**config.mk**
```make
export PLATFORM = sky130hd
export DESIGN_NAME = irqc_tribank
export DESIGN_NICKNAME = d
export VERILOG_FILES = /design/src/rtl/irqc_pkg.sv /design/src/rtl/irqc_rst_sync.sv /design/src/rtl/irqc_mask_reg.sv /design/src/rtl/irqc_shortcut_map.sv /design/src/rtl/irqc_fiq_sel.sv /design/src/rtl/irqc_tribank.sv
export SDC_FILE = /design/constraint.sdc
export NUM_CORES = 1
export LEC_CHECK = 0
export CAP_MARGIN = 30
export CORE_MARGIN = 8
export CORE_UTILIZATION = 54
export CTS_BUF_LIST = sky130_fd_sc_hd__clkbuf_4
export DETAILED_ROUTE_END_ITERATION = 16
export HOLD_SLACK_MARGIN = 0.06
export PLACE_DENSITY = 0.89
export SETUP_SLACK_MARGIN = 0.3
export SLEW_MARGIN = 40
export SYNTH_ARGS = -nofsm -noshare
export SYNTH_HDL_FRONTEND = slang
export SYNTH_SLANG_ARGS = --single-unit
```
**constraint.sdc**
```tcl
create_clock -name clk -period 7.9 [get_ports clk]
set_clock_uncertainty 0.05 [all_clocks]
set_input_delay 1.58 -clock clk [delete_from_list [all_inputs] [get_ports clk]]
set_output_delay 1.58 -clock clk [all_outputs]
set_load 0.005 [all_outputs]
```
**src/rtl/irqc_pkg.sv**
```systemverilog
package irqc_pkg;
  localparam int GRP_W   = 32;
  localparam int PRIM_W  = 8;
  localparam int ADDR_W  = 6;
  localparam int SC1_N   = 5;
  localparam int SC2_N   = 6;
  localparam int RIDX_W  = 7;
  localparam int ROUTE_N = 2 * GRP_W + PRIM_W;
  localparam int RSPACE  = 1 << RIDX_W;

  typedef enum logic [3:0] {
    RS_STAT0, RS_STAT1, RS_STAT2, RS_ROUTE,
    RS_SET1, RS_SET2, RS_SET0, RS_CLR1, RS_CLR2, RS_CLR0, RS_NONE
  } reg_sel_e;

  function automatic reg_sel_e decode(input logic [ADDR_W-1:0] a);
    case (a)
      6'h00:   return RS_STAT0;
      6'h04:   return RS_STAT1;
      6'h08:   return RS_STAT2;
      6'h0C:   return RS_ROUTE;
      6'h10:   return RS_SET1;
      6'h14:   return RS_SET2;
      6'h18:   return RS_SET0;
      6'h1C:   return RS_CLR1;
      6'h20:   return RS_CLR2;
      6'h24:   return RS_CLR0;
      default: return RS_NONE;
    endcase
  endfunction

  function automatic int sc1_src(input int k);
    case (k)
      0: return 7;
      1: return 9;
      2: return 10;
      3: return 18;
      default: return 19;
    endcase
  endfunction

  function automatic int sc2_src(input int k);
    case (k)
      0: return 21;
      1: return 22;
      2: return 23;
      3: return 24;
      4: return 25;
      default: return 30;
    endcase
  endfunction

  function automatic logic [GRP_W-1:0] sc1_set();
    logic [GRP_W-1:0] m;
    m = '0;
    for (int k = 0; k < SC1_N; k++) m[sc1_src(k)] = 1'b1;
    return m;
  endfunction

  function automatic logic [GRP_W-1:0] sc2_set();
    logic [GRP_W-1:0] m;
    m = '0;
    for (int k = 0; k < SC2_N; k++) m[sc2_src(k)] = 1'b1;
    return m;
  endfunction
endpackage

```
**src/rtl/irqc_rst_sync.sv**
```systemverilog
module irqc_rst_sync (
  input  logic clk,
  input  logic rst_n,
  output logic rst_ns
);
  logic [1:0] sync_q;

  always_ff @(posedge clk or negedge rst_n) begin
    if (!rst_n) sync_q <= 2'b00;
    else        sync_q <= {sync_q[0], 1'b1};
  end

  assign rst_ns = sync_q[1];
endmodule

```
**src/rtl/irqc_mask_reg.sv**
```systemverilog
module irqc_mask_reg #(
  parameter int W = 32
) (
  input  logic         clk,
  input  logic         rst_n,
  input  logic         set_we,
  input  logic         clr_we,
  input  logic [W-1:0] wdata,
  output logic [W-1:0] mask_q
);
  logic [W-1:0] mask_d;
  logic         mask_en;

  always_comb begin
    mask_d  = mask_q;
    mask_en = set_we | clr_we;
    if (set_we) mask_d = mask_d | wdata;
    if (clr_we) mask_d = mask_d & ~wdata;
  end

  always_ff @(posedge clk or negedge rst_n) begin
    if (!rst_n)       mask_q <= '0;
    else if (mask_en) mask_q <= mask_d;
  end

  AST_MASK_SET: assert property (@(posedge clk) disable iff (!rst_n)
    set_we |=> ((mask_q & $past(wdata)) == $past(wdata)));
  AST_MASK_CLR: assert property (@(posedge clk) disable iff (!rst_n)
    clr_we |=> ((mask_q & $past(wdata)) == '0));
  AST_MASK_HOLD: assert property (@(posedge clk) disable iff (!rst_n)
    (!set_we && !clr_we) |=> $stable(mask_q));
endmodule

```
**src/rtl/irqc_shortcut_map.sv**
```systemverilog
module irqc_shortcut_map
  import irqc_pkg::*;
(
  input  logic [GRP_W-1:0] g1_pend,
  input  logic [GRP_W-1:0] g2_pend,
  output logic [SC1_N-1:0] sc1_bits,
  output logic [SC2_N-1:0] sc2_bits,
  output logic             sum1,
  output logic             sum2
);
  localparam logic [GRP_W-1:0] SC1_SET = sc1_set();
  localparam logic [GRP_W-1:0] SC2_SET = sc2_set();

  for (genvar k = 0; k < SC1_N; k++) begin : g_sc1
    assign sc1_bits[k] = g1_pend[sc1_src(k)];
  end

  for (genvar k = 0; k < SC2_N; k++) begin : g_sc2
    assign sc2_bits[k] = g2_pend[sc2_src(k)];
  end

  assign sum1 = |(g1_pend & ~SC1_SET);
  assign sum2 = |(g2_pend & ~SC2_SET);
endmodule

```
**src/rtl/irqc_fiq_sel.sv**
```systemverilog
module irqc_fiq_sel
  import irqc_pkg::*;
(
  input  logic              clk,
  input  logic              rst_n,
  input  logic              ctrl_we,
  input  logic [7:0]        wdata,
  input  logic [PRIM_W-1:0] raw_prim,
  input  logic [GRP_W-1:0]  raw_g1,
  input  logic [GRP_W-1:0]  raw_g2,
  output logic [7:0]        ctrl_q,
  output logic              hit
);
  logic [RSPACE-1:0] route_vec;
  logic [7:0]        ctrl_d;

  always_comb begin
    ctrl_d = ctrl_q;
    if (ctrl_we) ctrl_d = wdata;
  end

  always_ff @(posedge clk or negedge rst_n) begin
    if (!rst_n)       ctrl_q <= '0;
    else if (ctrl_we) ctrl_q <= ctrl_d;
  end

  assign route_vec = {{(RSPACE-ROUTE_N){1'b0}}, raw_prim, raw_g2, raw_g1};
  assign hit       = ctrl_q[7] & route_vec[ctrl_q[RIDX_W-1:0]];
endmodule

```
**src/rtl/irqc_tribank.sv**
```systemverilog
module irqc_tribank
  import irqc_pkg::*;
(
  input  logic              clk,
  input  logic              rst_n,
  input  logic [ADDR_W-1:0] bus_addr,
  input  logic              bus_we,
  input  logic [31:0]       bus_wdata,
  output logic [31:0]       bus_rdata,
  input  logic [PRIM_W-1:0] src_prim,
  input  logic [GRP_W-1:0]  src_grp1,
  input  logic [GRP_W-1:0]  src_grp2,
  output logic              irq_o,
  output logic              fiq_o
);
  localparam logic [GRP_W-1:0] SC1_SET = sc1_set();
  localparam int               PAD_W   = 32 - (PRIM_W + 2 + SC1_N + SC2_N);

  logic              rst_ns;
  reg_sel_e          sel;
  logic [PRIM_W-1:0] mask0;
  logic [GRP_W-1:0]  mask1, mask2;
  logic [GRP_W-1:0]  g1_pend, g2_pend;
  logic [SC1_N-1:0]  sc1_bits;
  logic [SC2_N-1:0]  sc2_bits;
  logic              sum1, sum2;
  logic [31:0]       stat0;
  logic [7:0]        route_q;
  logic              fiq_hit;
  logic              irq_d, fiq_d;

  irqc_rst_sync u_rst (.clk(clk), .rst_n(rst_n), .rst_ns(rst_ns));

  assign sel = decode(bus_addr);

  irqc_mask_reg #(.W(PRIM_W)) u_mask0 (
    .clk(clk), .rst_n(rst_ns),
    .set_we(bus_we && sel == RS_SET0), .clr_we(bus_we && sel == RS_CLR0),
    .wdata(bus_wdata[PRIM_W-1:0]), .mask_q(mask0));

  irqc_mask_reg #(.W(GRP_W)) u_mask1 (
    .clk(clk), .rst_n(rst_ns),
    .set_we(bus_we && sel == RS_SET1), .clr_we(bus_we && sel == RS_CLR1),
    .wdata(bus_wdata[GRP_W-1:0]), .mask_q(mask1));

  irqc_mask_reg #(.W(GRP_W)) u_mask2 (
    .clk(clk), .rst_n(rst_ns),
    .set_we(bus_we && sel == RS_SET2), .clr_we(bus_we && sel == RS_CLR2),
    .wdata(bus_wdata[GRP_W-1:0]), .mask_q(mask2));

  assign g1_pend = src_grp1 & mask1;
  assign g2_pend = src_grp2 & mask2;

  irqc_shortcut_map u_map (
    .g1_pend(g1_pend), .g2_pend(g2_pend),
    .sc1_bits(sc1_bits), .sc2_bits(sc2_bits),
    .sum1(sum1), .sum2(sum2));

  assign stat0 = {{PAD_W{1'b0}}, sc2_bits, sc1_bits, sum2, sum1, src_prim & mask0};

  irqc_fiq_sel u_fiq (
    .clk(clk), .rst_n(rst_ns),
    .ctrl_we(bus_we && sel == RS_ROUTE), .wdata(bus_wdata[7:0]),
    .raw_prim(src_prim), .raw_g1(src_grp1), .raw_g2(src_grp2),
    .ctrl_q(route_q), .hit(fiq_hit));

  always_comb begin
    case (sel)
      RS_STAT0:         bus_rdata = stat0;
      RS_STAT1:         bus_rdata = g1_pend;
      RS_STAT2:         bus_rdata = g2_pend;
      RS_ROUTE:         bus_rdata = {24'h0, route_q};
      RS_SET0, RS_CLR0: bus_rdata = {{(32-PRIM_W){1'b0}}, mask0};
      RS_SET1, RS_CLR1: bus_rdata = mask1;
      RS_SET2, RS_CLR2: bus_rdata = mask2;
      default:          bus_rdata = '0;
    endcase
  end

  always_comb begin
    irq_d = |stat0;
    fiq_d = fiq_hit;
  end

  always_ff @(posedge clk or negedge rst_ns) begin
    if (!rst_ns) begin
      irq_o <= 1'b0;
      fiq_o <= 1'b0;
    end else begin
      irq_o <= irq_d;
      fiq_o <= fiq_d;
    end
  end

  AST_SC_NO_SUMMARY: assert property (@(posedge clk) disable iff (!rst_ns)
    ((g1_pend & ~SC1_SET) == '0) |-> !stat0[PRIM_W]);
  AST_SC_MIRROR: assert property (@(posedge clk) disable iff (!rst_ns)
    g1_pend[7] |-> stat0[PRIM_W+2]);
  AST_SUMMARY_IRQ: assert property (@(posedge clk) disable iff (!rst_ns)
    (sum1 || sum2) |=> irq_o);
  AST_FIQ_OFF: assert property (@(posedge clk) disable iff (!rst_ns)
    !route_q[7] |=> !fiq_o);
  AST_FIQ_UNUSED: assert property (@(posedge clk) disable iff (!rst_ns)
    (route_q[RIDX_W-1:0] >= ROUTE_N) |=> !fiq_o);
endmodule

```
==> run_results.csv <==
group,metric,value,unit
placed_design,dp_slack,1630,ps
synth,synth.avg_cell_area,9.48,sq um
synth,synth_area,0.00519,sq mm
finish,drive_above_1_share,8.85,%
synth,seq_area_frac_synth,40.5,%
power,power.density,156,mW/mm^2
timing,drv_slew,0,
finish,syn_to_final_growth,33.4,%
floorplan,placementRows,35,
placed_design,dp_hpwl,15.8,mm
synth,synth_top_area_cell,"dfrtp_1",
global_routing,grt_overflow_total,0,
job,cap_violations,0,
timing,fin_tns_setup,0,ps
clock_network,post-cts-setup-buffers,0,
synth,synth-edff-count,0,
clock_network,cts_root_buf,"clkbuf_4",
global_routing,antenna_found_initial,0,
timing,period_share,80.6,%
synth,synth_seq_cells,84,
timing,hold_ws,273,ps
timing,tightestPinTransition,691,ps
floorplan,die-area,0.0130,sq mm
detailed_routing,ant_nets,0,
floorplan,start_util,55.9,%
clock_network,clk_pin_slew,140,ps
status,outcome,"finished, final reports clean",
global_routing,grt_pass1_wl,32.6,mm
power,p_leak,0.00304,uW
clock_network,cts_buffers,9,
clock_network,cts_hold_buf,0,
synth,netlist_top_cells_count,"175 x a21oi_1, 84 x dfrtp_1, 41 x a21o_1, 41 x a22oi_1, 29 x inv_1",
critical_path,worstPathMaxFanout,10,
critical_path,crit_arrival,4740,ps
timing,finalWorstSetupSlack,1530,ps
finish,post-route-cell-area,0.00693,sq mm
synth,ys_warn_count,0,
synth,ys_types,41,
placed_design,place.gp.congestion,0.968,
finish,antenna_cells,0,
placed_design,place_area,0.00681,sq mm
global_routing,grt_usage,32.5,%
critical_path,startpoint_type,"primary input",
critical_path,worst_setup_path_end_kind,"output port",
clock_network,clock_sinks,84,
synth,post-synth-top-count-cell,"a21oi_1",
synth,synthFlopType,"dfrtp_1",
detailed_routing,drc_errors,0,
detailed_routing,drt-total-wl,21.0,mm
detailed_routing,drt-initial-drc-count,665,
critical_path,critical_path_class,"primary input to output port",
power,power,1080,uW
global_routing,grt_pass1_vias,5749,
detailed_routing,firstDrtPassIters,9,
clock_network,post_cts_resize_count,0,
floorplan,io_pins,147,
synth,synthCells,548,
finish,nNetsFinal,797,
detailed_routing,vias_per_cell,7.02,
timing,min_period,6370,ps
clock_network,cts.path.max_buffers,2,
timing,rsz0062_at_grt,"false",
critical_path,rrSetupSlack,5470,ps
global_routing,grt_max_degree,44,
detailed_routing,post_drt_wl_per_cell,25.7,um
timing,setup_violations,0,
synth,synth_nets,661,
floorplan,die_y,114,um
timing,slew_headroom,53.9,%
timing,max_freq,157,MHz
min_path,hold_path_class,"flip-flop to asynchronous set/reset pin",
timing,final-hold-violation-count,0,
clock_network,clk_latency,440,ps
synth,synth_area_leaders,"dfrtp_1 40%, a21oi_1 17%, a21o_1 5.9%",
clock_network,h-tree-depth,3,
clock_network,cts_tree,"built",
floorplan,core_area,0.00928,sq mm
critical_path,cp.required,6270,ps
power,ir_worst_vdd,0.000127,V
synth,yosysTopAreaCellShare,40.5,%
floorplan,die_w,114,um
detailed_routing,via_count,5742,
placed_design,io_buffers,146,
synth,synthArstFlopShare,100,%
layout by cell type (no fill, tap or decap), drive strengths merged, types with 10 or more instances in the layout:
cell type,synthesis,final
a21oi,175,175
buf,8,14
o22ai,11,11
nand2,16,16
a21o,41,41
mux2,10,10
mux4,20,20
a22oi,41,41
inv,29,31
nor2,10,10
dfrtp,84,84
clkdlybuf4s50,0,146
critical path: stages:
cell	delay, ps
clkdlybuf4s50_1	590
or3b_1	510
a2111oi_4	720
buf_4	310
buf_4	190
a21oi_1	50
nor2b_1	150
a221o_1	120
clkdlybuf4s50_1	510
worst paths after layout:
path,startpoint,end,cells after the start
worst max-delay path,bus_addr[2],bus_rdata[9],9
worst min-delay path,u_rst.sync_q[1],asynchronous set/reset pin,0
min in group clk,u_rst.sync_q[0],u_rst.sync_q[1],0
worst min register to register,u_rst.sync_q[1],asynchronous set/reset pin,0
worst max register to register,u_fiq.ctrl_q[1],fiq_o,6
max in group asynchronous,rst_n,u_rst.sync_q[1],1
cell families (layout without fill, tap and decap cells):
group | Yosys count | in the layout | share of synthesized area [%]
AO/OA/AOI/OAI | 302 | 302 | 35.7
buffers and inverters | 64 | 205 | 5.06
flip-flops | 84 | 84 | 40.5
multiplexers | 33 | 33 | 12.1
other | 1 | 1 | 0.0722
AND/OR/NAND/NOR | 64 | 64 | 6.65
through the flow:
stage,std cells,utilization [%]
6_report,818,74.6
5_1_grt,818,74.6
4_1_cts,818,74.6
2_1_floorplan,548,-
3_3_place_gp,800,73.0
3_5_place_dp,802,73.3
area by class of cell:
cell class | count | area, sq um
sequential | 84 | 2110
fill | 698 | 2360
tap | 129 | 161
clock inverter | 7 | 51.3
inverter | 29 | 109
timing repair buffer | 160 | 1580
clock buffer | 9 | 67.6
multi-input combinational | 400 | 2850
power by group:
group          switching, uW  internal (uW)  total (uW)
registers               73.0            485         558
logic                    138            157         295
clock network            159           66.2         225
metal layers:
metal	GRT usage, %	wire length (um)	share of wire (%)	vias up
li1	-	-	-	2399
met1	40.3	7660	36	2714
met2	49.8	9410	45	522
met3	9.18	2780	13	107
met4	19.3	1180	5.6	0
met5	0	0	0	-
(Power assumes the default switching activity.)
